$ cat src/rtl/irq_nest_pkg.sv
package irq_nest_pkg;

  localparam int EXC_NUM_W = 9;
  localparam int EXT_BASE = 16;
  localparam logic [EXC_NUM_W-1:0] NMI_EXC_NUM = 9'd2;

  typedef enum logic [1:0] {
    CFG_ENABLE   = 2'd0,
    CFG_PEND_SET = 2'd1,
    CFG_PEND_CLR = 2'd2,
    CFG_PRIO     = 2'd3
  } cfg_op_e;

  // Vector-table word for an exception: one 32-bit word per number.
  function automatic logic [31:0] vec_addr(input logic [EXC_NUM_W-1:0] num);
    return 32'(num) << 2;
  endfunction

endpackage

$ cat src/rtl/irq_src_bank.sv
module irq_src_bank
  import irq_nest_pkg::*;
#(
  parameter int NUM_LINES = 32,
  parameter int PRIO_W = 3,
  parameter int LINE_IDX_W = 5,
  parameter int LVL_W = 4
) (
  input  logic                            clk,
  input  logic                            rst_n,
  input  logic [NUM_LINES-1:0]            irq_lines,
  input  logic                            cfg_wr,
  input  cfg_op_e                         cfg_op,
  input  logic [LINE_IDX_W-1:0]           cfg_line,
  input  logic [PRIO_W-1:0]               cfg_data,
  input  logic                            take_hit,
  input  logic [LINE_IDX_W-1:0]           take_line,
  output logic [NUM_LINES-1:0]            req_vld,
  output logic [NUM_LINES-1:0][LVL_W-1:0] req_lvl
);

  logic [NUM_LINES-1:0] irq_q;

  always_ff @(posedge clk) begin
    if (!rst_n) irq_q <= '0;
    else        irq_q <= irq_lines;
  end

  for (genvar k = 0; k < NUM_LINES; k++) begin : g_line
    logic              en_q;
    logic              pend_q;
    logic [PRIO_W-1:0] prio_q;
    logic              sel;
    logic              set_k;
    logic              clr_k;

    assign sel   = cfg_wr && (cfg_line == LINE_IDX_W'(k));
    assign set_k = (irq_lines[k] && !irq_q[k] && en_q)
                 || (sel && cfg_op == CFG_PEND_SET);
    assign clr_k = (take_hit && take_line == LINE_IDX_W'(k))
                 || (sel && cfg_op == CFG_PEND_CLR);

    always_ff @(posedge clk) begin
      if (!rst_n) begin
        en_q   <= 1'b0;
        pend_q <= 1'b0;
        prio_q <= '0;
      end else begin
        pend_q <= (pend_q && !clr_k) || set_k;
        if (sel && cfg_op == CFG_ENABLE) en_q <= cfg_data[0];
        if (sel && cfg_op == CFG_PRIO)   prio_q <= cfg_data;
      end
    end

    assign req_vld[k] = en_q && pend_q;
    assign req_lvl[k] = LVL_W'(prio_q) + LVL_W'(1);

    AST_PEND_TAKEN: assert property (@(posedge clk) disable iff (!rst_n)
      (take_hit && take_line == LINE_IDX_W'(k) && !set_k) |=> !pend_q);
  end

endmodule

$ cat src/rtl/irq_prio_tree.sv
module irq_prio_tree #(
  parameter int NUM_LINES = 32,
  parameter int LVL_W = 4,
  parameter int IDX_W = 5
) (
  input  logic [NUM_LINES-1:0]            req_vld,
  input  logic [NUM_LINES-1:0][LVL_W-1:0] req_lvl,
  output logic                            win_vld,
  output logic [LVL_W-1:0]                win_lvl,
  output logic [IDX_W-1:0]                win_idx
);

  localparam int STAGES = $clog2(NUM_LINES);
  localparam int LEAVES = 1 << STAGES;

  for (genvar s = 0; s <= STAGES; s++) begin : stg
    localparam int W = LEAVES >> s;
    logic             vld [W];
    logic [LVL_W-1:0] lvl [W];
    logic [IDX_W-1:0] idx [W];

    for (genvar j = 0; j < W; j++) begin : nd
      if (s == 0) begin : g_leaf
        if (j < NUM_LINES) begin : g_used
          assign vld[j] = req_vld[j];
          assign lvl[j] = req_lvl[j];
        end else begin : g_pad
          assign vld[j] = 1'b0;
          assign lvl[j] = '1;
        end
        assign idx[j] = IDX_W'(j);
      end else begin : g_join
        // Right (higher index) only wins when strictly more urgent.
        logic pick_r;
        assign pick_r = stg[s-1].vld[2*j+1]
                      && (!stg[s-1].vld[2*j]
                          || stg[s-1].lvl[2*j+1] < stg[s-1].lvl[2*j]);
        assign vld[j] = stg[s-1].vld[2*j] || stg[s-1].vld[2*j+1];
        assign lvl[j] = pick_r ? stg[s-1].lvl[2*j+1] : stg[s-1].lvl[2*j];
        assign idx[j] = pick_r ? stg[s-1].idx[2*j+1] : stg[s-1].idx[2*j];
      end
    end
  end

  assign win_vld = stg[STAGES].vld[0];
  assign win_lvl = stg[STAGES].lvl[0];
  assign win_idx = stg[STAGES].idx[0];

endmodule

$ cat src/rtl/irq_nest_stack.sv
module irq_nest_stack #(
  parameter int LVL_W = 4,
  parameter int NUM_W = 9,
  parameter int DEPTH = 9
) (
  input  logic             clk,
  input  logic             rst_n,
  input  logic             push,
  input  logic [LVL_W-1:0] push_lvl,
  input  logic [NUM_W-1:0] push_num,
  input  logic             pop,
  output logic [LVL_W-1:0] run_lvl,
  output logic [NUM_W-1:0] run_num
);

  localparam int SP_W = $clog2(DEPTH + 1);

  logic [LVL_W-1:0] sv_lvl [DEPTH];
  logic [NUM_W-1:0] sv_num [DEPTH];
  logic [SP_W-1:0]  sp;
  logic [LVL_W-1:0] cur_lvl;
  logic [NUM_W-1:0] cur_num;
  logic             do_pop;

  assign do_pop = pop && !push && (sp != '0);

  always_ff @(posedge clk) begin
    if (!rst_n) begin
      sp      <= '0;
      cur_lvl <= '1;
      cur_num <= '0;
    end else if (push) begin
      sp      <= sp + SP_W'(1);
      cur_lvl <= push_lvl;
      cur_num <= push_num;
    end else if (do_pop) begin
      sp      <= sp - SP_W'(1);
      cur_lvl <= sv_lvl[sp - SP_W'(1)];
      cur_num <= sv_num[sp - SP_W'(1)];
    end
  end

  always_ff @(posedge clk) begin
    if (push) begin
      sv_lvl[sp] <= cur_lvl;
      sv_num[sp] <= cur_num;
    end
  end

  assign run_lvl = cur_lvl;
  assign run_num = cur_num;

  AST_NO_OVERFLOW: assert property (@(posedge clk) disable iff (!rst_n)
    push |-> (sp < SP_W'(DEPTH)));
  AST_POP_RESTORE: assert property (@(posedge clk) disable iff (!rst_n)
    do_pop |=> (cur_lvl > $past(cur_lvl)));

endmodule

$ cat src/rtl/irq_nest_ctrl.sv
module irq_nest_ctrl
  import irq_nest_pkg::*;
#(
  parameter int NUM_LINES = 32,
  parameter int PRIO_W = 3,
  localparam int LINE_IDX_W = (NUM_LINES > 1) ? $clog2(NUM_LINES) : 1,
  localparam int LVL_W = PRIO_W + 1
) (
  input  logic                  clk,
  input  logic                  rst_n,
  input  logic [NUM_LINES-1:0]  irq_lines,
  input  logic                  nmi_in,
  input  logic                  cfg_wr,
  input  logic [1:0]            cfg_op,
  input  logic [LINE_IDX_W-1:0] cfg_line,
  input  logic [PRIO_W-1:0]     cfg_data,
  output logic                  exc_valid,
  input  logic                  exc_ready,
  output logic [EXC_NUM_W-1:0]  exc_num,
  output logic [31:0]           exc_vector,
  input  logic                  exc_return,
  output logic [LVL_W-1:0]      run_level,
  output logic [EXC_NUM_W-1:0]  active_num
);

  localparam int NEST_DEPTH = (1 << PRIO_W) + 1;

  logic [NUM_LINES-1:0]            req_vld;
  logic [NUM_LINES-1:0][LVL_W-1:0] req_lvl;
  logic                            t_vld;
  logic [LVL_W-1:0]                t_lvl;
  logic [LINE_IDX_W-1:0]           t_idx;
  logic                            nmi_q;
  logic                            nmi_pend;
  logic                            offer_vld;
  logic [LVL_W-1:0]                offer_lvl;
  logic [EXC_NUM_W-1:0]            offer_num;
  logic                            take;
  logic                            take_line;

  irq_src_bank #(
    .NUM_LINES(NUM_LINES), .PRIO_W(PRIO_W),
    .LINE_IDX_W(LINE_IDX_W), .LVL_W(LVL_W)
  ) bank_i (
    .clk(clk), .rst_n(rst_n), .irq_lines(irq_lines),
    .cfg_wr(cfg_wr), .cfg_op(cfg_op_e'(cfg_op)), .cfg_line(cfg_line),
    .cfg_data(cfg_data), .take_hit(take_line), .take_line(t_idx),
    .req_vld(req_vld), .req_lvl(req_lvl)
  );

  irq_prio_tree #(
    .NUM_LINES(NUM_LINES), .LVL_W(LVL_W), .IDX_W(LINE_IDX_W)
  ) tree_i (
    .req_vld(req_vld), .req_lvl(req_lvl),
    .win_vld(t_vld), .win_lvl(t_lvl), .win_idx(t_idx)
  );

  // Non-maskable source: edge detected, always enabled, level 0.
  always_ff @(posedge clk) begin
    if (!rst_n) begin
      nmi_q    <= 1'b0;
      nmi_pend <= 1'b0;
    end else begin
      nmi_q    <= nmi_in;
      nmi_pend <= (nmi_pend && !(take && nmi_pend)) || (nmi_in && !nmi_q);
    end
  end

  assign offer_vld = nmi_pend || t_vld;
  assign offer_lvl = nmi_pend ? '0 : t_lvl;
  assign offer_num = nmi_pend ? NMI_EXC_NUM
                              : EXC_NUM_W'(EXT_BASE) + EXC_NUM_W'(t_idx);

  assign exc_valid  = offer_vld && (offer_lvl < run_level);
  assign take       = exc_valid && exc_ready;
  assign take_line  = take && !nmi_pend;
  assign exc_num    = offer_num;
  assign exc_vector = vec_addr(offer_num);

  irq_nest_stack #(
    .LVL_W(LVL_W), .NUM_W(EXC_NUM_W), .DEPTH(NEST_DEPTH)
  ) stack_i (
    .clk(clk), .rst_n(rst_n),
    .push(take), .push_lvl(offer_lvl), .push_num(offer_num),
    .pop(exc_return),
    .run_lvl(run_level), .run_num(active_num)
  );

  AST_TAKE_LEVEL: assert property (@(posedge clk) disable iff (!rst_n)
    take |=> (run_level == $past(offer_lvl) && active_num == $past(offer_num)));
  AST_PREEMPT_STRICT: assert property (@(posedge clk) disable iff (!rst_n)
    take |=> (run_level < $past(run_level)));
  AST_NMI_WINS: assert property (@(posedge clk) disable iff (!rst_n)
    (nmi_pend && run_level != '0) |-> (exc_valid && exc_num == NMI_EXC_NUM));
  AST_IDLE_NUM: assert property (@(posedge clk) disable iff (!rst_n)
    (run_level == '1) |-> (active_num == '0));

endmodule

$ cat config.mk
export PLATFORM = sky130hd
export DESIGN_NAME = irq_nest_ctrl
export DESIGN_NICKNAME = d
export VERILOG_FILES = /design/src/rtl/irq_nest_pkg.sv /design/src/rtl/irq_src_bank.sv /design/src/rtl/irq_prio_tree.sv /design/src/rtl/irq_nest_stack.sv /design/src/rtl/irq_nest_ctrl.sv
export SDC_FILE = /design/constraint.sdc
export NUM_CORES = 1
export LEC_CHECK = 0
export ABC_AREA = 1
export ABC_CLOCK_PERIOD_IN_PS = 9050
export BUFFER_PORTS_ARGS = -buffer_cell sky130_fd_sc_hd__buf_2
export CORE_UTILIZATION = 36
export DETAILED_ROUTE_END_ITERATION = 8
export HOLD_SLACK_MARGIN = 0.02
export PLACE_DENSITY_LB_ADDON = 0.1
export SYNTH_ARGS = -nofsm -noshare
export SYNTH_HDL_FRONTEND = slang
export SYNTH_SLANG_ARGS = --single-unit
$ cat constraint.sdc
create_clock -name clk -period 9.05 [get_ports clk]
set_input_delay 0.905 -clock clk [delete_from_list [all_inputs] [get_ports clk]]
set_output_delay 0.905 -clock clk [all_outputs]
set_load 0.02 [all_outputs]
==> metrics.txt <==
# TYPE chip_impl_metric gauge
chip_impl_info{name="status",value="completed"} 1
chip_impl_info{name="synth_top_cell_by_area",value="sky130_fd_sc_hd__dfxtp_1"} 1
chip_impl_metric{name="area_overhead_vs_synth",unit="%"} 12.89
chip_impl_metric{name="finalSetupViolCount",unit=""} 0
chip_impl_metric{name="post_layout_nonfiller_instances",unit=""} 3557
chip_impl_metric{name="clock_sink_count",unit=""} 328
chip_impl_metric{name="dieArea",unit="um^2"} 55300
chip_impl_metric{name="synth-edff-count",unit=""} 117
chip_impl_info{name="clock_tree_from_tritoncts",value="built"} 1
chip_impl_info{name="mostFrequentLayoutCell",value="sky130_fd_sc_hd__nand2_1"} 1
chip_impl_metric{name="die_h",unit="um"} 235.2
chip_impl_metric{name="number_of_routed_nets_with_antenna_violations",unit=""} 0
chip_impl_metric{name="largest_incremental_delay_on_the_critical_path",unit="ns"} 0.39
chip_impl_metric{name="grt_pass1_vias",unit=""} 16580
chip_impl_metric{name="drt-initial-drc-count",unit=""} 1180
chip_impl_metric{name="placed_cells_incl_taps",unit=""} 3477
chip_impl_metric{name="worst_slew_pin_slew",unit="ns"} 1.148
chip_impl_metric{name="max_freq",unit="GHz"} 0.1181
chip_impl_info{name="dominant_combinational_cell_family_by_area_after_synthesis",value="simple AND/OR/NAND/NOR gates"} 1
chip_impl_metric{name="period_share",unit="%"} 93.56
chip_impl_metric{name="synthAdderAreaFrac",unit="%"} 5.946
chip_impl_metric{name="num_vias",unit=""} 17730
chip_impl_metric{name="final_layout_size_suffix_gt1_share",unit="%"} 9.402
chip_impl_metric{name="ctsHtreeMaxLevel",unit=""} 2
chip_impl_metric{name="detail_route.wl_per_cell",unit="um"} 16.79
chip_impl_metric{name="coreArea",unit="um^2"} 53810
chip_impl_metric{name="final_net_count",unit=""} 2975
chip_impl_metric{name="chipWidth",unit="um"} 235.2
chip_impl_metric{name="gp_routability_congestion",unit=""} 0.8665
chip_impl_metric{name="globalRouteTotalUtil",unit="%"} 21.31
chip_impl_metric{name="antenna_cells_inserted",unit=""} 0
chip_impl_info{name="worst_setup_path_start_kind",value="flip-flop"} 1
chip_impl_metric{name="synth_compound_gate_area_share",unit="%"} 16.84
chip_impl_metric{name="synth_seq_cells",unit=""} 328
chip_impl_metric{name="synth_largest_type_area_fraction",unit="%"} 21.58
chip_impl_metric{name="vdd_drop_max",unit="uV"} 140.4
chip_impl_metric{name="overflow",unit=""} 0
chip_impl_metric{name="finalHoldViolations",unit=""} 0
chip_impl_metric{name="grt_antenna_before_repair",unit=""} 0
chip_impl_metric{name="synthDistinctLibCells",unit=""} 53
chip_impl_metric{name="synth.area.mux_share",unit="%"} 0.2621
chip_impl_info{name="worst_hold_path_type",value="flip-flop to flip-flop"} 1
chip_impl_metric{name="setup_tns_final",unit="ns"} 0
chip_impl_metric{name="cts_buffers",unit=""} 40
chip_impl_info{name="synth_ff_type",value="sky130_fd_sc_hd__dfxtp_1"} 1
chip_impl_metric{name="clkLatencyLatePin",unit="ns"} 0.58
chip_impl_metric{name="start_util",unit="%"} 36.37
chip_impl_metric{name="netlist_area",unit="um^2"} 19570
chip_impl_info{name="cts.root.buffer_cell",value="sky130_fd_sc_hd__clkbuf_16"} 1
chip_impl_info{name="timing_worst_setup_path_type",value="flip-flop to output port"} 1
chip_impl_metric{name="yosys.area_share.xor_xnor",unit="%"} 1.208
chip_impl_metric{name="cts_hold_buffers",unit=""} 0
chip_impl_metric{name="design.portCount",unit=""} 103
chip_impl_metric{name="buffer_ports.inserted",unit=""} 73
chip_impl_metric{name="cts_max_path_buffers",unit=""} 3
chip_impl_metric{name="post-dp-hpwl",unit="um"} 42280
chip_impl_metric{name="grt_start_max_net_pins",unit=""} 77
chip_impl_metric{name="critical_path.max_fanout",unit=""} 12
chip_impl_metric{name="finalCriticalPeriod",unit="ns"} 8.467
chip_impl_metric{name="crit_arrival",unit="ns"} 7.56
chip_impl_metric{name="clk_transition_reported_paths",unit="ns"} 0.06
chip_impl_info{name="final_cell_mix",value="sky130_fd_sc_hd__nand2_1, sky130_fd_sc_hd__inv_1, sky130_fd_sc_hd__nor2_1, sky130_fd_sc_hd__o21ai_0, sky130_fd_sc_hd__dfxtp_1"} 1
chip_impl_metric{name="timing.max_cap.violations",unit=""} 0
chip_impl_info{name="crit_path_frequent_cell",value="sky130_fd_sc_hd__nand2_1"} 1
chip_impl_metric{name="timing.max_slew.rel_slack",unit="%"} 23.48
chip_impl_metric{name="dr.pass1.iters",unit=""} 5
chip_impl_metric{name="fill_cells",unit=""} 5646
chip_impl_metric{name="finalWirelength",unit="um"} 59730
chip_impl_metric{name="route.detailed.drc",unit=""} 0
chip_impl_metric{name="cellPowerDensity",unit="nW/um^2"} 177.9
chip_impl_info{name="synth_top_cells_by_area",value="sky130_fd_sc_hd__dfxtp_1, sky130_fd_sc_hd__edfxtp_1, sky130_fd_sc_hd__nand2_1, sky130_fd_sc_hd__inv_1, sky130_fd_sc_hd__o21ai_0"} 1
chip_impl_metric{name="average_cell_area_after_synthesis",unit="um^2"} 7.065
chip_impl_metric{name="synth_seq_area_share",unit="%"} 39.53
chip_impl_metric{name="number_of_core_rows",unit=""} 85
chip_impl_metric{name="critical_path_data_required_time",unit="ns"} 8.15
chip_impl_metric{name="leakagePower",unit="nW"} 9.836
chip_impl_metric{name="fin_skew",unit="ns"} 0.01684
chip_impl_info{name="timing.critical_path.slowest_stage_cell",value="sky130_fd_sc_hd__dfxtp_1"} 1
chip_impl_metric{name="grt_first_pass_wirelength",unit="um"} 92630
chip_impl_metric{name="synth_simple_gate_area_share",unit="%"} 25.01
chip_impl_metric{name="hold_ws",unit="ns"} 0.4401
chip_impl_info{name="timing.critical_path.to_type",value="output port"} 1
chip_impl_metric{name="async_reset_ff_share",unit="%"} 0
chip_impl_metric{name="synthesized_instance_count",unit=""} 2770
chip_impl_metric{name="final_max_slew_viol_count",unit=""} 0
chip_impl_metric{name="route.detailed.vias_per_inst",unit=""} 4.983
chip_impl_metric{name="ys.warnings.count",unit=""} 0
synth_stat cells, drive strengths merged (21+ instances only):
master / count
nand2: 743
inv: 401
o21ai: 300
nor2: 269
dfxtp: 211
a21oi: 205
nand3: 142
edfxtp: 117
ha: 93
clkbuf: 58
buf: 48
o21bai: 34
nor3: 21
path summary, 6_finish.rpt:
check                                                  from                   end  slack (ns)  cells past startpoint
worst max-delay path            bank_i.g_line[13].prio_q[0]             exc_valid        0.58                     53
worst min-delay path                                  nmi_q              nmi_pend        0.44                      1
worst max register to register  bank_i.g_line[13].prio_q[0]  stack_i.sv_num[8][8]        0.95                     55
worst min register to register                        nmi_q              nmi_pend        0.44                      1
power breakdown:
part / internal [mW] / total, mW / switching, mW / leakage (nW)
Combinational: 0.190 / 0.642 / 0.452 / 6.44
Clock: 0.943 / 1.61 / 0.669 / 0.627
Sequential: 1.61 / 1.68 / 0.0684 / 2.77
registers in the layout, indices dropped and copies added (netlist names):
| signal | cells |
|---|---|
| bank_i.g_line.en_q | 32 |
| bank_i.g_line.pend_q | 32 |
| bank_i.g_line.prio_q | 96 |
| bank_i.irq_q | 32 |
| nmi_pend | 1 |
| nmi_q | 1 |
| stack_i.run_lvl | 4 |
| stack_i.run_num | 9 |
| stack_i.sp | 4 |
| stack_i.sv_lvl | 36 |
| stack_i.sv_num | 81 |
critical path, delay by kind of cell, from the launching register on:
family          cells  cell delay [ns]
compound gates     12             1.52
fa+ha+maj           6             1.79
buf+inv             7             0.76
flops               1             0.39
simple gates       28             2.51
metrics by stage:
stage | setup WS (ns) | power [mW] | cell area (um^2) | utilization [%]
2_1_floorplan | 0.7832 | 2.119 | 19680 | -
3_3_place_gp | 0.1571 | 2.352 | 20490 | 38.07
3_5_place_dp | 0.02484 | 2.356 | 20490 | 38.07
4_1_cts | 0.01353 | 3.981 | 21800 | 40.52
5_1_grt | -0.06381 | 4.114 | 22090 | 41.06
6_report | 0.5831 | 3.931 | 22090 | 41.06
layout make-up:
cell class | count | area, um^2 | area share (%)
clock buffers | 56 | 1102 | 4.989
repair buffers | 110 | 654.4 | 2.962
flip-flops and latches | 328 | 7739 | 35.02
well taps | 696 | 870.8 | 3.941
multi-input cells | 1950 | 10010 | 45.31
inverters | 404 | 1520 | 6.880
clock inverters | 13 | 197.7 | 0.8947
what timing repair did:
| action | 4_1_cts | 5_1_grt |
|---|---|---|
| resized for setup | 14 | 67 |
| buffers inserted | 0 | 11 |
| pin swaps | 0 | 8 |
| endpoints found under the setup margin | 1 | 176 |
logic make-up (layout without fill, tap and decap cells):
group,after synthesis,after routing
and+or+nand+nor,1191,1191
AOI/OAI and AO/OA,605,605
buffers and inverters,520,583
DFF,328,328
adders and majority gates,93,93
xor gates and xnor gates,27,27
muxes,5,5
other,1,29
metal layers:
| layer | vias up | part of all wire (%) | track usage [%] |
|---|---|---|---|
| met1 | 8179 | 46 | 28.23 |
| met3 | 77 | 5.1 | 2.943 |
| met4 | 0 | 2.5 | 6.160 |
| met2 | 397 | 47 | 36.03 |
| li1 | 9073 | - | - |
| met5 | - | 0 | 0 |
(Power assumes the default switching activity.)
